$ cat src/rtl/ss_seq_pkg.sv
package ss_seq_pkg;

  typedef enum logic [1:0] {
    SS_OFF   = 2'd0,
    SS_RAMP  = 2'd1,
    SS_REG   = 2'd2,
    SS_FAULT = 2'd3
  } ss_state_e;

endpackage

$ cat src/rtl/ss_ramp_acc.sv
// Reference ramp datapath: integer step plus a fractional remainder
// accumulator, so that REF_CODE is reached on exactly RAMP_TICKS ticks.
module ss_ramp_acc #(
  parameter int DAC_W      = 12,
  parameter int REF_CODE   = 3900,
  parameter int RAMP_TICKS = 1114
) (
  input  logic             clk,
  input  logic             rst_n,
  input  logic             clr_i,
  input  logic             load_i,
  input  logic [DAC_W-1:0] start_i,
  input  logic             adv_i,
  output logic [DAC_W-1:0] code_o,
  output logic             sat_o
);

  localparam int STEP_Q = REF_CODE / RAMP_TICKS;
  localparam int STEP_R = REF_CODE % RAMP_TICKS;
  localparam int ACC_W  = $clog2(2 * RAMP_TICKS);
  localparam int SUM_W  = DAC_W + 1;

  localparam logic [ACC_W-1:0] TICKS_A = ACC_W'(RAMP_TICKS);
  localparam logic [ACC_W-1:0] REM_A   = ACC_W'(STEP_R);
  localparam logic [SUM_W-1:0] QUO_S   = SUM_W'(STEP_Q);
  localparam logic [SUM_W-1:0] REF_S   = SUM_W'(REF_CODE);
  localparam logic [DAC_W-1:0] REF_D   = DAC_W'(REF_CODE);

  logic [DAC_W-1:0] code_q, code_d;
  logic [ACC_W-1:0] acc_q, acc_d, acc_sum;
  logic             carry;
  logic [SUM_W-1:0] sum;
  logic             code_en;

  always_comb begin
    acc_sum = acc_q + REM_A;
    carry   = (acc_sum >= TICKS_A);
    sum     = {1'b0, code_q} + QUO_S + SUM_W'(carry);
    sat_o   = (sum >= REF_S);
  end

  always_comb begin
    code_d  = code_q;
    acc_d   = acc_q;
    code_en = clr_i | load_i | adv_i;
    if (clr_i) begin
      code_d = '0;
      acc_d  = '0;
    end else if (load_i) begin
      code_d = start_i;
      acc_d  = '0;
    end else if (adv_i) begin
      code_d = sat_o ? REF_D : sum[DAC_W-1:0];
      acc_d  = carry ? (acc_sum - TICKS_A) : acc_sum;
    end
  end

  always_ff @(posedge clk or negedge rst_n) begin
    if (!rst_n) begin
      code_q <= '0;
      acc_q  <= '0;
    end else if (code_en) begin
      code_q <= code_d;
      acc_q  <= acc_d;
    end
  end

  assign code_o = code_q;

endmodule

$ cat src/rtl/ss_seq_fsm.sv
// Sequencing state machine: power gating, thermal fault, overload hold/release.
module ss_seq_fsm
  import ss_seq_pkg::*;
(
  input  logic      clk,
  input  logic      rst_n,
  input  logic      pwr_ok_i,
  input  logic      therm_i,
  input  logic      tick_i,
  input  logic      ovld_i,
  input  logic      start_full_i,
  input  logic      sat_i,
  output ss_state_e state_o,
  output logic      clr_o,
  output logic      load_o,
  output logic      adv_o
);

  ss_state_e st_q, st_d;
  logic      ovl_q, ovl_d;

  always_comb begin
    st_d   = st_q;
    ovl_d  = ovl_q;
    clr_o  = 1'b0;
    load_o = 1'b0;
    adv_o  = 1'b0;
    unique case (st_q)
      SS_OFF: begin
        clr_o = 1'b1;
        ovl_d = 1'b0;
        if (therm_i)       st_d = SS_FAULT;
        else if (pwr_ok_i) st_d = SS_RAMP;
      end
      SS_FAULT: begin
        clr_o = 1'b1;
        ovl_d = 1'b0;
        if (!therm_i) st_d = SS_OFF;
      end
      default: begin
        if (therm_i) begin
          clr_o = 1'b1;
          ovl_d = 1'b0;
          st_d  = SS_FAULT;
        end else if (!pwr_ok_i) begin
          clr_o = 1'b1;
          ovl_d = 1'b0;
          st_d  = SS_OFF;
        end else if (ovld_i) begin
          ovl_d = 1'b1;
        end else if (ovl_q) begin
          ovl_d  = 1'b0;
          load_o = 1'b1;
          st_d   = start_full_i ? SS_REG : SS_RAMP;
        end else if (st_q == SS_RAMP && tick_i) begin
          adv_o = 1'b1;
          if (sat_i) st_d = SS_REG;
        end
      end
    endcase
  end

  always_ff @(posedge clk or negedge rst_n) begin
    if (!rst_n) begin
      st_q  <= SS_OFF;
      ovl_q <= 1'b0;
    end else begin
      st_q  <= st_d;
      ovl_q <= ovl_d;
    end
  end

  assign state_o = st_q;

endmodule

$ cat src/rtl/ss_min_clamp.sv
// Lower of an input code and a fixed limit.
module ss_min_clamp #(
  parameter int W     = 12,
  parameter int LIMIT = 3900
) (
  input  logic [W-1:0] in_i,
  output logic [W-1:0] out_o
);

  localparam logic [W-1:0] LIM_W = W'(LIMIT);

  always_comb begin
    out_o = (in_i < LIM_W) ? in_i : LIM_W;
  end

endmodule

$ cat src/rtl/softstart_seq.sv
module softstart_seq
  import ss_seq_pkg::*;
#(
  parameter int DAC_W      = 12,
  parameter int REF_CODE   = 3900,
  parameter int RAMP_TICKS = 1114
) (
  input  logic             clk,
  input  logic             rst_n,
  input  logic             vin_ok_i,
  input  logic             en_ok_i,
  input  logic             therm_i,
  input  logic             tick_i,
  input  logic             ovld_i,
  input  logic [DAC_W-1:0] sense_i,
  output logic [DAC_W-1:0] ref_code_o,
  output logic             sw_en_o,
  output logic             ss_active_o,
  output logic             done_o
);

  localparam logic [DAC_W-1:0] REF_D = DAC_W'(REF_CODE);

  // asynchronous assert, synchronous release
  logic [1:0] rst_sync_q;
  logic       rst_int_n;

  always_ff @(posedge clk or negedge rst_n) begin
    if (!rst_n) rst_sync_q <= 2'b00;
    else        rst_sync_q <= {rst_sync_q[0], 1'b1};
  end
  assign rst_int_n = rst_sync_q[1];

  ss_state_e        state;
  logic             clr, load, adv, sat;
  logic [DAC_W-1:0] start_code, ramp_code;
  logic             start_full;

  ss_min_clamp #(.W(DAC_W), .LIMIT(REF_CODE)) u_start_clamp (
    .in_i  (sense_i),
    .out_o (start_code)
  );
  assign start_full = (start_code == REF_D);

  ss_seq_fsm u_fsm (
    .clk          (clk),
    .rst_n        (rst_int_n),
    .pwr_ok_i     (vin_ok_i & en_ok_i),
    .therm_i      (therm_i),
    .tick_i       (tick_i),
    .ovld_i       (ovld_i),
    .start_full_i (start_full),
    .sat_i        (sat),
    .state_o      (state),
    .clr_o        (clr),
    .load_o       (load),
    .adv_o        (adv)
  );

  ss_ramp_acc #(
    .DAC_W      (DAC_W),
    .REF_CODE   (REF_CODE),
    .RAMP_TICKS (RAMP_TICKS)
  ) u_ramp (
    .clk     (clk),
    .rst_n   (rst_int_n),
    .clr_i   (clr),
    .load_i  (load),
    .start_i (start_code),
    .adv_i   (adv),
    .code_o  (ramp_code),
    .sat_o   (sat)
  );

  // effective reference: lower of the ramp and the fixed reference
  ss_min_clamp #(.W(DAC_W), .LIMIT(REF_CODE)) u_ref_clamp (
    .in_i  (ramp_code),
    .out_o (ref_code_o)
  );

  assign sw_en_o     = (state == SS_RAMP) || (state == SS_REG);
  assign ss_active_o = (state == SS_RAMP);
  assign done_o      = (state == SS_REG);

endmodule

$ cat config.mk
export PLATFORM = sky130hd
export DESIGN_NAME = softstart_seq
export DESIGN_NICKNAME = d
export VERILOG_FILES = /design/src/rtl/ss_seq_pkg.sv /design/src/rtl/ss_ramp_acc.sv /design/src/rtl/ss_seq_fsm.sv /design/src/rtl/ss_min_clamp.sv /design/src/rtl/softstart_seq.sv
export SDC_FILE = /design/constraint.sdc
export NUM_CORES = 1
export LEC_CHECK = 0
export BUFFER_PORTS_ARGS = -buffer_cell sky130_fd_sc_hd__buf_2
export CAP_MARGIN = 20
export CORE_UTILIZATION = 35
export CTS_CLUSTER_SIZE = 16
export DETAILED_ROUTE_END_ITERATION = 16
export RECOVER_POWER = 50
export SYNTH_ARGS = -nofsm -noshare
export SYNTH_HDL_FRONTEND = slang
export SYNTH_SLANG_ARGS = --single-unit
$ cat constraint.sdc
create_clock -name clk -period 1.3 [get_ports clk]
set_input_delay 0.195 -clock clk [delete_from_list [all_inputs] [get_ports clk]]
set_output_delay 0.195 -clock clk [all_outputs]
set_load 0.01 [all_outputs]
# ---- Yosys cells after proc, flatten, opt, wreduce, memory -nomap -nowiden
# Index checks and enable logic that the tools add are counted.
dict set report totals {
  reg_bits 29
  latch_bits 0
  ram_bits 0
  romBits 0
  input_bits 19
  memories 0
}
dict set report classes {
  n_addsub 4
  n_mul 0
  div 0
  magnitude_cmp 4
  eq_ne 9
  shifts 0
  muxes 39
  bitwise 3
  n_reduce_logical 7
}
# cell count
set op_table {}
lappend op_table {{12-bit two-way mux} 10}
lappend op_table {{12-bit < comparator, second input constant} 2}
lappend op_table {{2-bit two-way mux} 10}
lappend op_table {{1-bit two-way mux} 18}
lappend op_table {{12-bit by 2-bit adder with 13-bit output, second input constant} 1}
lappend op_table {{13-bit by 1-bit adder with 13-bit output} 1}
lappend op_table {{13-bit by 12-bit greater-or-equal comparator with 1-bit output, second input constant} 1}
lappend op_table {{12-bit by 10-bit adder with 12-bit output, second input constant} 1}
lappend op_table {{12-bit equality test, second input constant} 1}
lappend op_table {{12-bit by 11-bit greater-or-equal comparator with 1-bit output, second input constant} 1}
lappend op_table {{12-bit by 11-bit subtractor with 12-bit output, second input constant} 1}
lappend op_table {{6-bit by 5-bit != test with 1-bit output, second input constant} 1}
lappend op_table {{6-bit != test, second input constant} 1}
lappend op_table {{5-bit != test, second input constant} 1}
lappend op_table {{5-bit AND reduction} 1}
lappend op_table {{2-bit equality test, second input constant} 2}
lappend op_table {{2-bit case mux with 2 select lines} 1}
lappend op_table {{3-bit by 2-bit != test with 1-bit output, second input constant} 1}
lappend op_table {{3-bit nonzero test} 1}
lappend op_table {{2-bit by 1-bit equality test with 1-bit output, second input constant} 1}
lappend op_table {{2-bit logical NOT} 1}
lappend op_table {{2-bit != test, second input constant} 1}
lappend op_table {{1-bit bitwise OR} 2}
lappend op_table {{2-bit AND reduction} 1}
lappend op_table {{other kinds (4)} 4}

# ---- Logic depth before layout (Yosys ltp)
dict set report logic_depth {
  word_depth 11
  mapped_depth 18
  depth_no_buf 18
}

# ---- Cells and area by module
# Synthesis repeated with hierarchy kept, for this count alone.
dict set report hier_totals {
  cells_unflattened 364
  hier_area_um2 2885.3
}
# mod instances cells_each area_per_inst_um2 seq_area_each_um2
set by_module_without_submodules {}
lappend by_module_without_submodules {ss_ramp_acc 1 288 2253.4 575.6}
lappend by_module_without_submodules {ss_seq_fsm 1 29 275.3 75.1}
lappend by_module_without_submodules {ss_min_clamp 2 17 112.6 0.0}
lappend by_module_without_submodules {softstart_seq 1 13 131.4 50.0}

# ---- Least setup slack after synthesis
# No wires, ideal clock.
dict set report synth_path {
  path_kind {flip-flop to flip-flop}
  start {reg u_ramp.acc_q[1]}
  end {reg u_fsm.st_q[1] (netlist: u_fsm.state_o[1])}
  arrival_ns 3.675
  t_required_ns 1.206
  slack_ns -2.469
  path_stages_with_launch 18
  synth_period_minus_slack_ns 3.769
  path_cell_list {dfrtp_1 > inv_1 > ha_1 > nor2b_2 > o21ai_1 > or3_4 > a22oi_4 > o21ai_2 > a21oi_4 > ha_1 > ha_1 > nand2_1 > o21ai_0 > o31ai_1 > o311ai_0 > nand3_1 > nor4b_1 > a211oi_1}
}
dict set report synth_via {
  elab_chain_cells 6
}
# element line
set synth_rtl {}
lappend synth_rtl {{start, declared} ss_ramp_acc.sv:30} ;# logic [ACC_W-1:0] acc_q, acc_d, acc_sum;
lappend synth_rtl {{start signal, assigned} ss_ramp_acc.sv:61} ;# acc_q <= '0;
lappend synth_rtl {{start signal, assigned} ss_ramp_acc.sv:64} ;# acc_q <= acc_d;
lappend synth_rtl {{12-bit by 10-bit adder with 12-bit output} ss_ramp_acc.sv:36} ;# acc_sum = acc_q + REM_A;
lappend synth_rtl {{12-bit by 11-bit greater-or-equal comparator with 1-bit output} ss_ramp_acc.sv:37} ;# carry = (acc_sum >= TICKS_A);
lappend synth_rtl {{13-bit by 1-bit adder with 13-bit output} ss_ramp_acc.sv:38} ;# sum = {1'b0, code_q} + QUO_S + SUM_W'(carry);
lappend synth_rtl {{13-bit by 12-bit greater-or-equal comparator with 1-bit output} ss_ramp_acc.sv:39} ;# sat_o = (sum >= REF_S);
lappend synth_rtl {{6-bit by 5-bit != test with 1-bit output (no line)} --}
lappend synth_rtl {{5-bit AND reduction (no line)} --}
lappend synth_rtl {{end signal, assigned} ss_seq_fsm.sv:68} ;# st_q <= st_d;
lappend synth_rtl {{end, declared} ss_seq_fsm.sv:19} ;# ss_state_e st_q, st_d;
# Every way passes these cells.
# A chain may end at the register's enable or synchronous reset.

# ---- Worst setup path in the final report
dict set report layout_path {
  start {reg u_ramp.acc_q[2]}
  end {reg u_fsm.st_q[1] (netlist: u_fsm.state_o[1])}
}
# Same word-level chain as after synthesis.

==> out/qor.csv <==
stage,metric,value,unit
power_and_ir_drop,P_leak,2.05,nW
status,failing checks,setup timing,
power_and_ir_drop,VDD IR max,0.811,mV
global_route,grt ovf,0,
power_and_ir_drop,power per cell area,740,nW/µm²
cts,TritonCTS clock tree,built,
synthesis,syn avg cell area,8.11,µm²
global_route,antenna violations before repair,0,
synthesis,Synth warnings,0,
layout,fin nets,509,
layout,diode count,0,
timing,Tcrit/Tclk final,260,%
floorplan,std cell rows,30,
cts,Clock Path Buffers,2,
cts,CTS Sinks,28,
synthesis,cell accounting for the most synthesized area,dfrtp_1,
synthesis,Synth Register Bits,28,
place,Cell Count Post-Placement,549,
timing,min Tclk post-route,3370,ps
global_route,gr usage total,23.2,%
timing,RSZ-0062 raised after global routing,yes,
status,status,"complete, but fails checks",
setup_path,crit end category,flip-flop,
floorplan,die width,88.0,µm
setup_path,critical path launch point type,flip-flop,
synthesis,number of synthesized flops with an enable pin,0,
routing,first-pass detailed-route iteration total,5,
floorplan,Core Region,6980,µm²
routing,initial drt markers,119,
timing,final number of hold-violating endpoints,0,
synthesis,Synth Flop Type,dfrtp_1,
cts,CTS Buf Count,3,
layout,final std cells w/o fill,575,
floorplan,die area,7740,µm²
timing,Hold Slack,132,ps
layout,"most common cell after layout, fill and taps aside",buf_4,
synthesis,top cell type's share of synthesized area,27.1,%
timing,worst-margin pin slew,722,ps
floorplan,Die Ht,88.0,µm
routing,# DRC,0,
layout,layout cell share with drive strength beyond 1,54.5,%
place,pre-CTS WS,-2130,ps
synthesis,synth unique cells,67,
layout,Layout area overhead,74.5,%
global_route,pin count of the biggest net entering global routing,27,
setup_path,Worst Path Arrival,3590,ps
place,routability congestion estimate,0.877,
timing,Fmax,296,MHz
routing,Final Routed Wirelength,9040,µm
synthesis,Async SR Flop Fraction,100,%
synthesis,post-synthesis sequential area ratio,27.1,%
place,count of input and output buffers,33,
global_route,vias in the first global route,3078,
synthesis,Post-Synthesis Net Count,348,
setup_path,CP Class,flip-flop to flip-flop,
timing,Final WS setup,-2070,ps
timing,Max-slew headroom,51.9,%
synthesis,Syn Std Cell Area,2590,µm²
timing,Finish-stage setup viols,36,
place,Final HPWL DP,6320,µm
synthesis,cell count after synthesis,319,
routing,antenna-violating nets left,0,
cts,clk root buf,clkbuf_8,
global_route,first-pass GRT wire length,13900,µm
setup_path,"Req. time, crit path",1510,ps
hold_path,Hold Path Class,primary input to flip-flop,
floorplan,initial core utilization,37.0,%
routing,vias per cell,5.41,
run,max-cap viol count,0,
synthesis,synth top area cells,"dfrtp_1 (27%), o21ai_0 (6.4%), xnor2_1 (5.1%), ha_1 (4.8%), nand2_1 (4.4%)",
cts,clk slew on worst S/H paths,120,ps
cts,H-tree levels,1,
timing,clk_skew,3.99,ps
cts,Clock Latency Late Sink,290,ps
routing,via count,3108,
floorplan,Ports,34,
setup_path,Crit Path Max Fanout,5,
routing,Avg WL per Cell,15.7,µm
layout,"commonest cells after routing, fill and taps aside","buf_4 (118), nand2_1 (28), buf_6 (27), dfrtp_1 (26), buf_2 (22)",
timing,Slew Limit Fails,0,
==> routing by layer <==
layer  share of wire (%)  GRT usage [%]  up-vias  wire, µm
met1                  41           26.9     1513      3690
met4                 2.6           7.15        0       231
met3                 3.5           3.30       24       315
met5                   0              0        -         0
met2                  53           43.7       73      4800
li1                    -              -     1498         -
==> state kept, by name, summed over array words and instances, names as in the netlist <==
register / count
u_ramp.code_o: 12
rst_sync_q: 2
u_fsm.state_o: 2
u_ramp.acc_q: 11
u_fsm.ovl_q: 1
==> kinds of logic (layout without fill, tap and decap cells) <==
logic type	count (synthesis)	in the layout	synth area share, %
AOI/OAI and AO/OA	113	113	31.1
DFF	28	28	27.1
buffers and inverters	30	190	6.14
and+or+nand+nor	116	116	22.8
xor gates and xnor gates	17	17	6.34
other	1	1	0.145
adders and majority gates	10	10	4.84
muxes	4	4	1.55
==> per-stage QoR <==
stage	total power [mW]	setup TNS [ps]	cell area [µm²]	utilization, %
after global placement	2.15	-39640	3790	54.2
final	3.34	-43860	4510	64.6
after global routing	3.52	-48670	4510	64.6
after detailed placement	2.16	-41620	3790	54.2
after floorplan	1.55	-38180	2740	-
after CTS	3.09	-43570	4280	61.3
==> cell usage after synthesis, drive strengths merged, types with 2 or more instances <==
cell type / instances
or3: 8
clkbuf: 15
a21oi: 26
o221ai: 2
a41oi: 2
a31o: 3
nand2b: 4
dfrtp: 28
and2: 7
and3: 2
nand4: 7
nor2b: 4
a211oi: 7
o21ai: 38
or2: 3
ha: 10
nor2: 23
xor2: 2
nor3: 15
xnor2: 15
a21o: 2
inv: 14
o31ai: 2
a22oi: 7
mux2i: 4
a31oi: 4
nand2: 31
a21bo: 2
o22ai: 4
nand3: 8
o21a: 2
==> worst max-delay path, stage by stage, from the launching register on <==
cell,delay [ps]
dfrtp_1,430
inv_4,110
ha_4,150
a21bo_4,240
a211oi_2,200
o211ai_1,150
a22oi_4,260
o21ai_4,90
a21oi_4,180
ha_4,170
nor2b_4,200
nor2_4,60
xnor2_2,160
o311ai_4,330
nand3_4,190
nor4b_4,170
a211oi_2,190
==> final timing paths <==
path | start | slack, ps | to | depth (start not counted)
min in group asynchronous | rst_n | 200 | rst_sync_q[0] | 2
worst min-delay path | sense_i[0] | 130 | u_ramp.code_o[0] | 3
max in group asynchronous | rst_sync_q[1] | 410 | u_ramp.acc_q[1] | 1
worst max-delay path | u_ramp.acc_q[2] | -2070 | u_fsm.state_o[1] | 16
worst min register to register | rst_sync_q[0] | 370 | rst_sync_q[1] | 0
worst max register to register | u_ramp.acc_q[2] | -2070 | u_fsm.state_o[1] | 16
==> where the power goes <==
part | leakage [nW] | internal [mW] | switching [mW]
sequential | 0.379 | 0.915 | 0.0374
combinational | 1.64 | 0.894 | 0.745
clock | 0.0357 | 0.414 | 0.333
==> timing repair <==
item                                    4_1_cts  5_1_grt
hold buffers                                  1        0
endpoints found under the setup margin       37       38
cloned                                        0        0
setup buffers                                17        8
gates resized for setup                      59       40
endpoints found under the hold margin         2        0
pin swaps                                    33       21
==> area by class of cell <==
type	count	area (µm²)
timing repair buffer	172	1350
fill	587	2470
sequential	28	703
inverter	14	55.1
clock buffer	3	41.3
clock inverter	1	30.0
tap	96	120
multi-input combinational	261	2210
(Power assumes the default switching activity.)
